--- config.mk ---
export PLATFORM = sky130hd
export DESIGN_NAME = store_busy_ctrl
export DESIGN_NICKNAME = d
export VERILOG_FILES = /design/src/rtl/sbc_pkg.sv /design/src/rtl/sbc_line_filter.sv /design/src/rtl/sbc_tick.sv /design/src/rtl/sbc_fsm.sv /design/src/rtl/store_busy_ctrl.sv
export SDC_FILE = /design/constraint.sdc
export NUM_CORES = 1
export LEC_CHECK = 0
export ABC_AREA = 1
export BUFFER_PORTS_ARGS = -buffer_cell sky130_fd_sc_hd__buf_2
export CELL_PAD_IN_SITES_DETAIL_PLACEMENT = 1
export CELL_PAD_IN_SITES_GLOBAL_PLACEMENT = 2
export CORE_AREA = 2 2 82 84
export CTS_CLUSTER_DIAMETER = 200
export CTS_CLUSTER_SIZE = 30
export DETAILED_ROUTE_END_ITERATION = 16
export DIE_AREA = 0 0 84 86
export PLACE_DENSITY_LB_ADDON = 0.08
export SYNTH_ARGS = -nofsm -noshare
export SYNTH_HDL_FRONTEND = slang
export SYNTH_HIERARCHICAL = 1
export SYNTH_SLANG_ARGS = --single-unit
--- constraint.sdc ---
create_clock -name clk -period 1.8 [get_ports clk]
set_input_delay 0.27 -clock clk [delete_from_list [all_inputs] [get_ports clk]]
set_output_delay 0.27 -clock clk [all_outputs]
set_load 0.02 [all_outputs]
--- src/rtl/sbc_pkg.sv ---
`timescale 1ns/1ps
package sbc_pkg;

    typedef enum logic [2:0] {
        ST_IDLE    = 3'd0,
        ST_GRACE   = 3'd1,
        ST_START   = 3'd2,
        ST_RUN     = 3'd3,
        ST_HOLD    = 3'd4,
        ST_RECOVER = 3'd5
    } sbc_state_e;

    typedef struct packed {
        logic pull;
        logic wr_block;
        logic all_block;
        logic start;
        logic clr;
        logic busy;
    } sbc_drive_t;

endpackage

--- src/rtl/sbc_line_filter.sv ---
`timescale 1ns/1ps
module sbc_line_filter #(
    parameter int SYNC_STAGES     = 2,
    parameter int MIN_LOW_SAMPLES = 2
) (
    input  logic clk,
    input  logic rst_n,
    input  logic line_lvl,
    output logic low_seen,
    output logic high_seen
);
    localparam int LW = $clog2(MIN_LOW_SAMPLES + 1);
    localparam logic [LW-1:0] LOW_FULL = LW'(MIN_LOW_SAMPLES);

    logic [SYNC_STAGES-1:0] chain_q;
    logic [LW-1:0]          low_run_q;
    logic                   lvl_s;

    generate
        if (SYNC_STAGES == 1) begin : g_one
            always_ff @(posedge clk or negedge rst_n) begin
                if (!rst_n) chain_q <= '1;
                else        chain_q <= line_lvl;
            end
        end else begin : g_many
            always_ff @(posedge clk or negedge rst_n) begin
                if (!rst_n) chain_q <= '1;
                else        chain_q <= {chain_q[SYNC_STAGES-2:0], line_lvl};
            end
        end
    endgenerate

    assign lvl_s = chain_q[SYNC_STAGES-1];

    always_ff @(posedge clk or negedge rst_n) begin
        if (!rst_n) begin
            low_run_q <= '0;
        end else if (lvl_s) begin
            low_run_q <= '0;
        end else if (low_run_q != LOW_FULL) begin
            low_run_q <= low_run_q + 1'b1;
        end
    end

    assign low_seen  = (low_run_q == LOW_FULL);
    assign high_seen = lvl_s;
endmodule

--- src/rtl/sbc_tick.sv ---
`timescale 1ns/1ps
module sbc_tick #(
    parameter int W = 8
) (
    input  logic         clk,
    input  logic         rst_n,
    input  logic         clear,
    output logic [W-1:0] count
);
    always_ff @(posedge clk or negedge rst_n) begin
        if (!rst_n)     count <= '0;
        else if (clear) count <= '0;
        else            count <= count + 1'b1;
    end
endmodule

--- src/rtl/sbc_fsm.sv ---
`timescale 1ns/1ps
module sbc_fsm
    import sbc_pkg::*;
#(
    parameter int GRACE_CYCLES   = 8,
    parameter int STORE_CYCLES   = 1250000,
    parameter int RECOVER_CYCLES = 88
) (
    input  logic       clk,
    input  logic       rst_n,
    input  logic       low_seen,
    input  logic       high_seen,
    input  logic       sw_req,
    input  logic       pwr_req,
    input  logic       wr_dirty,
    output sbc_drive_t drv
);
    localparam int MAX_GS = (GRACE_CYCLES > STORE_CYCLES) ? GRACE_CYCLES : STORE_CYCLES;
    localparam int MAXC   = (MAX_GS > RECOVER_CYCLES) ? MAX_GS : RECOVER_CYCLES;
    localparam int CW     = $clog2(MAXC + 1);
    localparam logic [CW-1:0] GRACE_LAST   = CW'(GRACE_CYCLES - 1);
    localparam logic [CW-1:0] STORE_LAST   = CW'(STORE_CYCLES - 1);
    localparam logic [CW-1:0] RECOVER_LAST = CW'(RECOVER_CYCLES - 1);

    sbc_state_e    state_q, state_d;
    logic [CW-1:0] cnt;

    sbc_tick #(.W(CW)) u_tick (
        .clk   (clk),
        .rst_n (rst_n),
        .clear (state_d != state_q),
        .count (cnt)
    );

    always_ff @(posedge clk or negedge rst_n) begin
        if (!rst_n) state_q <= ST_IDLE;
        else        state_q <= state_d;
    end

    always_comb begin
        state_d = state_q;
        unique case (state_q)
            ST_IDLE: begin
                if (sw_req)                   state_d = ST_START;
                else if (low_seen || pwr_req) state_d = ST_GRACE;
            end
            ST_GRACE: begin
                if (cnt == GRACE_LAST) state_d = wr_dirty ? ST_START : ST_HOLD;
            end
            ST_START:   state_d = ST_RUN;
            ST_RUN: begin
                if (cnt == STORE_LAST) state_d = ST_HOLD;
            end
            ST_HOLD: begin
                if (high_seen) state_d = ST_RECOVER;
            end
            ST_RECOVER: begin
                if (cnt == RECOVER_LAST) state_d = ST_IDLE;
            end
            default:    state_d = ST_IDLE;
        endcase
    end

    always_comb begin
        drv = '0;
        unique case (state_q)
            ST_IDLE: ;
            ST_GRACE: begin
                drv.pull     = 1'b1;
                drv.wr_block = 1'b1;
                drv.busy     = 1'b1;
            end
            ST_START: begin
                drv.pull      = 1'b1;
                drv.wr_block  = 1'b1;
                drv.all_block = 1'b1;
                drv.start     = 1'b1;
                drv.clr       = 1'b1;
                drv.busy      = 1'b1;
            end
            ST_RUN: begin
                drv.pull      = 1'b1;
                drv.wr_block  = 1'b1;
                drv.all_block = 1'b1;
                drv.busy      = 1'b1;
            end
            ST_HOLD, ST_RECOVER: begin
                drv.wr_block  = 1'b1;
                drv.all_block = 1'b1;
                drv.busy      = 1'b1;
            end
            default: drv = '0;
        endcase
    end
endmodule

--- src/rtl/store_busy_ctrl.sv ---
`timescale 1ns/1ps
module store_busy_ctrl
    import sbc_pkg::*;
#(
    parameter int SYNC_STAGES     = 2,
    parameter int MIN_LOW_SAMPLES = 2,
    parameter int GRACE_CYCLES    = 8,
    parameter int STORE_CYCLES    = 1250000,
    parameter int RECOVER_CYCLES  = 88
) (
    input  logic clk,
    input  logic rst_n,
    input  logic line_lvl,
    input  logic wr_dirty,
    input  logic rd_req,
    input  logic wr_req,
    input  logic sw_store_req,
    input  logic pwr_store_req,
    output logic line_pull,
    output logic wr_inhibit,
    output logic acc_inhibit,
    output logic store_start,
    output logic dirty_clr,
    output logic busy,
    output logic rd_ok,
    output logic wr_ok
);
    logic       low_seen;
    logic       high_seen;
    sbc_drive_t drv;

    sbc_line_filter #(
        .SYNC_STAGES     (SYNC_STAGES),
        .MIN_LOW_SAMPLES (MIN_LOW_SAMPLES)
    ) u_filter (
        .clk       (clk),
        .rst_n     (rst_n),
        .line_lvl  (line_lvl),
        .low_seen  (low_seen),
        .high_seen (high_seen)
    );

    sbc_fsm #(
        .GRACE_CYCLES   (GRACE_CYCLES),
        .STORE_CYCLES   (STORE_CYCLES),
        .RECOVER_CYCLES (RECOVER_CYCLES)
    ) u_fsm (
        .clk       (clk),
        .rst_n     (rst_n),
        .low_seen  (low_seen),
        .high_seen (high_seen),
        .sw_req    (sw_store_req),
        .pwr_req   (pwr_store_req),
        .wr_dirty  (wr_dirty),
        .drv       (drv)
    );

    assign line_pull   = drv.pull;
    assign wr_inhibit  = drv.wr_block;
    assign acc_inhibit = drv.all_block;
    assign store_start = drv.start;
    assign dirty_clr   = drv.clr;
    assign busy        = drv.busy;
    assign rd_ok       = rd_req & ~drv.all_block;
    assign wr_ok       = wr_req & ~drv.wr_block & ~drv.all_block;
endmodule

* Word-level counts from Yosys, hierarchy flattened *
Index checks and enable logic that the tools add are counted.

storage, ports and cells
  register bits = 28
  input bits = 8
  output and inout port bits = 8

operators by class
  add/subtract/negate cells = 2
  equality and inequality tests = 11
  multiplexer cells = 15
  bitwise gates (word level) = 5
  reduce and logical (&&, ||, !) cells = 6

operators with widths
  cell                     number
  $add A21 B1 Y21 const B  1
  $eq A21 B21 Y1 const B   1
  $eq A21 B3 Y1 const B    1
  $eq A21 B7 Y1 const B    1
  $mux W21                 1
  $mux W3                  7
  $pmux W3 S6              1
  $eq A3 B2 Y1 const B     2
  $eq A3 B3 Y1 const B     2
  $mux W2                  3
  $reduce_or A5 Y1         1
  $reduce_or A4 Y1         1
  $and A1 B1 Y1            3
  $eq A3 B1 Y1 const B     1
  $logic_not A3 Y1         1
  $mux W1                  3
  $ne A3 B3 Y1             1
  $reduce_or A3 Y1         1
  $add A2 B1 Y2 const B    1
  $eq A2 B2 Y1 const B     1
  $ne A2 B2 Y1 const B     1
  $not A1 Y1               2
  $reduce_bool A2 Y1       1
  $logic_or A1 B1 Y1       1

* Depth between registers and ports, before layout *
  depth after elaboration = 7
  gate-level depth with buffers = 16

* Cells and area by module *
The synthesis kept the hierarchy.

by module, submodules not included
  module           times used  cells each  area each (µm²)  seq. area each (µm²)
  sbc_tick         1           164         1,182.4          525.5
  sbc_fsm          1           88          483.0            75.1
  sbc_line_filter  1           15          157.7            102.6
  store_busy_ctrl  1           5           21.3             0.0

* Worst setup path before layout *
Ideal clock, no wire load.

  kind = reg2reg
  start point = register u_fsm.u_tick.count[5]
  end point = register u_fsm.u_tick.count[4]
  library setup time = 71 ps
  arrival = 1,749 ps
  path slack = -20 ps
  stages on the path, launching flop included = 14
  clock period less this slack = 1,820 ps
  path through = dfrtp_1 > nor2_2 > nand2_2 > nor2_1 > nand3_1 > a21boi_1 > nand3_1 > nand2_1 > nand2_1 > buf_2 > inv_1 > buf_2 > o21ai_0 > nor2_1

between the ends
  word-level cells in the longest chain between the ends = 5

ends and longest elaborated chain
  item                                   RTL line                                     source
  start: declaration                     sbc_tick.sv:8                                output logic [W-1:0] count
  start signal: assignment               sbc_tick.sv:13                               else count <= count + 1'b1;
  $eq A21 B7 Y1 (tied with other cells)  sbc_fsm.sv:58                                if (cnt == RECOVER_LAST) state_d = ST_IDLE;
  $mux W3, on equally long branches      sbc_fsm.sv:58, sbc_fsm.sv:48, sbc_fsm.sv:52
  $pmux W3 S6 *                          sbc_fsm.sv:42                                unique case (state_q)
  $ne A3 B3 Y1 *                         sbc_fsm.sv:31                                .clear (state_d != state_q),
  $mux W21 *                             sbc_tick.sv:12                               else if (clear) count <= '0;

Every way passes the cells marked *; elsewhere a longest branch is shown, timed or not.
A chain may end at the register's enable or synchronous reset.

* Worst setup path in the final report *
  start point = register u_fsm.u_tick.count[12]
  end point = register u_fsm.u_tick.count[10]

The elaborated chain is that of the path after synthesis.

==> results.yml <==
setup_path:
  critPathTopFamily: "simple AND/OR/NAND/NOR gates"
  path_class: "reg -> reg"
  crit_fanout: 7
  end_kind: "flop"
  cp_common_cell: "nand2_2"
  setup.worst_path.start_class: "flop"
  reg2reg_from: "u_fsm/u_tick/count[12]$_DFF_PN0_"
  slowest_delay_ns: 0.39
  cp-startpoint: "u_fsm/u_tick/count[12]$_DFF_PN0_"
  crit_path_top_delay_cell: "dfrtp_1"
  path_buf_inv: 2
  required_ns: 2.01
  path_cells: "buf_6, nand2_2, nor2_1, nand2_1, nor2_2, nand3_2, a21boi_2, nand3_1, nand2_2, nand2_4, inv_8, o21ai_1, a21oi_1"
  worstPathArrival_ns: 2.02
yosys:
  yosys_warnings: 6
  yosys.area_share.adder: 0.0136
  synth_area_mm2: 0.00184
  synth_compound_area_frac: 0.0651
  synth-simple-area-share: 0.438
  synth_area_leader_cell: "dfrtp_1"
  synth.distinct_cells: 25
  synthTopCellsByArea: "dfrtp_1, nand2_1, nor2_1, inv_1, nand3_1"
  synthXorXnorAreaFrac: 0.00475
  syn-num-nets: 282
  yosysSeqAreaShare: 0.381
  synth_top_family_by_area: "simple AND/OR/NAND/NOR gates"
  synth_top_area_frac: 0.353
  yosys-mux-area-fraction: 0
  avgSynthCellArea_um2: 6.78
  syn_inst: 272
  ys_seq_elements: 28
sta:
  drv_slew: 0
  hold_viol: 0
  worst_slack_ns: -0.0146
  fin_skew_ns: 0.0119
  period_share: 1.01
  worst_slew_pin_slew_ns: 0.700
  layout_min_cycle_time_ns: 1.81
  relSlewSlack: 0.534
  finalSetupViolations: 2
  rsz0062_at_grt: "yes"
  fmax_mhz: 551
  finalSetupTns_ns: -0.0215
detailed_routing:
  post_drt_wl_per_cell_um: 14.2
  vias: 1906
  drt_pass1_iterations: 4
  drc_errors: 0
  antenna_left: 0
  wirelength_um: 5800
  drt_iter0_markers: 47
  vias_per_cell: 4.68
die:
  core_area_mm2: 0.00628
  start_util: 0.294
  die_h_um: 86
  io-pin-count: 16
  rows: 29
  die_x_um: 84
  dieArea_mm2: 0.00722
pwr:
  p_sw_frac: 0.238
  switching_power_uw: 281
  power_density_mw_per_mm2: 467
  p_int_uw: 896
  pwr-share-clk: 0.348
  combPwrFrac: 0.092
  seq_power_share: 0.560
  cellLeakagePower_uw: 0.00124
  vdd_drop_max_v: 0.000265
outcome:
  failed_checks: "setup timing"
  status: "finished, violations left"
place:
  place_congestion: 0.817
  dp_cells: 388
  place_hpwl_um: 4380
  io_buffers: 15
clock_tree:
  cts_tree: "done"
  worstSkewPairLatency_ns: 0.28
  cts_buffers: 3
  ctsHoldBuffers: 0
  path_clk_slew_ns: 0.11
  clock_sinks: 28
  ctsRootBufferMaster: "clkbuf_8"
  clk_path_buf_depth: 2
  htreeDepth: 1
grt:
  grt_pass1_vias: 1894
  grt_pass1_wl_um: 9450
  grt-ovfl-total: 0
  grt.met3_usage: 0.0173
  grt_max_degree: 29
  use_met1: 0.228
  grtUsageTotal: 0.166
  antenna_found_initial: 0
  top_usage_layer: "met2"
  met2_usage: 0.279
finish:
  area_growth_pct: 36.5
  fillers: 810
  drive_gt1_frac: 0.361
  final_cell_mix: "nand2_1, buf_4, nor2_1"
  diodes: 0
  final_cells: 407
  nets: 341
  final_common_cell: "nand2_1"
worst_hold_path:
  hold_class: "in -> async"
flow_run:
  cap_violations: 0
==> logic make-up after synthesis <==
| kind of cell | count (synthesis) |
|---|---|
| AOI/OAI and AO/OA | 22 |
| xor gates and xnor gates | 1 |
| adders and majority gates | 2 |
| buffers and inverters | 45 |
| DFF | 28 |
| and+or+nand+nor | 174 |
==> metrics by stage <==
stage | power, uW | cell area, um2 | utilization | setup slack (ns) | hold WS [ns]
after detailed placement | 767 | 2210 | 0.353 | -0.100 | 0.349
after global placement | 761 | 2210 | 0.353 | -0.0604 | 0.348
final | 1180 | 2520 | 0.401 | -0.0146 | 0.00620
after global routing | 1240 | 2520 | 0.401 | -0.163 | 0.0609
after floorplan | 719 | 1850 | - | 0.0108 | -0.0256
after CTS | 1180 | 2320 | 0.370 | -0.00813 | 0.0287
==> power groups by stage <==
stage | clock network, uW | registers, uW | logic, uW
global placement | 0 | 670 | 91.2
detailed placement | 0 | 671 | 96.1
finish | 409 | 659 | 109
global route | 449 | 660 | 130
CTS | 424 | 659 | 98.6
floorplan | 0 | 669 | 50.0
==> what timing repair did <==
action                                  in CTS  in global routing
endpoints found under the setup margin      17                 22
buffers inserted                             6                  9
resized for setup                           11                 39
endpoints found under the hold margin        0                  0
pin swaps                                    8                 16
cloned                                       0                  1
==> registers in the layout, indices dropped and copies added, names as in the netlist <==
register	count
u_filter/chain_q	2
u_filter/low_run_q	2
u_fsm/state_q	3
u_fsm/u_tick/count	21
==> final timing paths <==
kind / endpoint / slack, ns / cells past startpoint
max: u_fsm/u_tick/count[10]$_DFF_PN0_ / -0.01 / 13
min: u_fsm/u_tick/count[3]$_DFF_PN0_ / 0.006 / 1
max reg2reg: u_fsm/u_tick/count[10]$_DFF_PN0_ / -0.01 / 13
min reg2reg: u_filter/chain_q[1]$_DFF_PN1_ / 0.36 / 0
max in group asynchronous: u_fsm/u_tick/count[5]$_DFF_PN0_ / 1.29 / 1
min in group clk: u_filter/chain_q[0]$_DFF_PN1_ / 0.09 / 1
==> cells in the mapped netlist (all sizes together) <==
| cell | number |
|---|---|
| and3 | 1 |
| xor2 | 1 |
| buf | 4 |
| a21boi | 1 |
| nor3 | 6 |
| inv | 41 |
| o21ai | 8 |
| nand2 | 70 |
| ha | 2 |
| o2111ai | 1 |
| dfrtp | 26 |
| nor2 | 65 |
| nand3 | 22 |
| dfstp | 2 |
| a21oi | 12 |
| nand4 | 10 |
==> final cells by class <==
| cell class | instances | area, um2 | area share |
|---|---|---|---|
| timing repair buffer | 57 | 402 | 0.160 |
| multi-input combinational | 199 | 1090 | 0.432 |
| sequential | 28 | 706 | 0.280 |
| inverter | 41 | 161 | 0.0641 |
| timing repair inverter | 1 | 8.76 | 0.00348 |
| clock buffer | 4 | 55.1 | 0.0219 |
| tap | 77 | 96.3 | 0.0383 |
==> layer usage <==
| layer | vias to the layer above | share of wire |
|---|---|---|
| li1 | 973 | - |
| met1 | 920 | 0.49 |
| met2 | 11 | 0.48 |
| met3 | 2 | 0.014 |
| met4 | 0 | 0.0074 |
| met5 | - | 0 |
No activity file was read; power rests on OpenSTA's default activity.
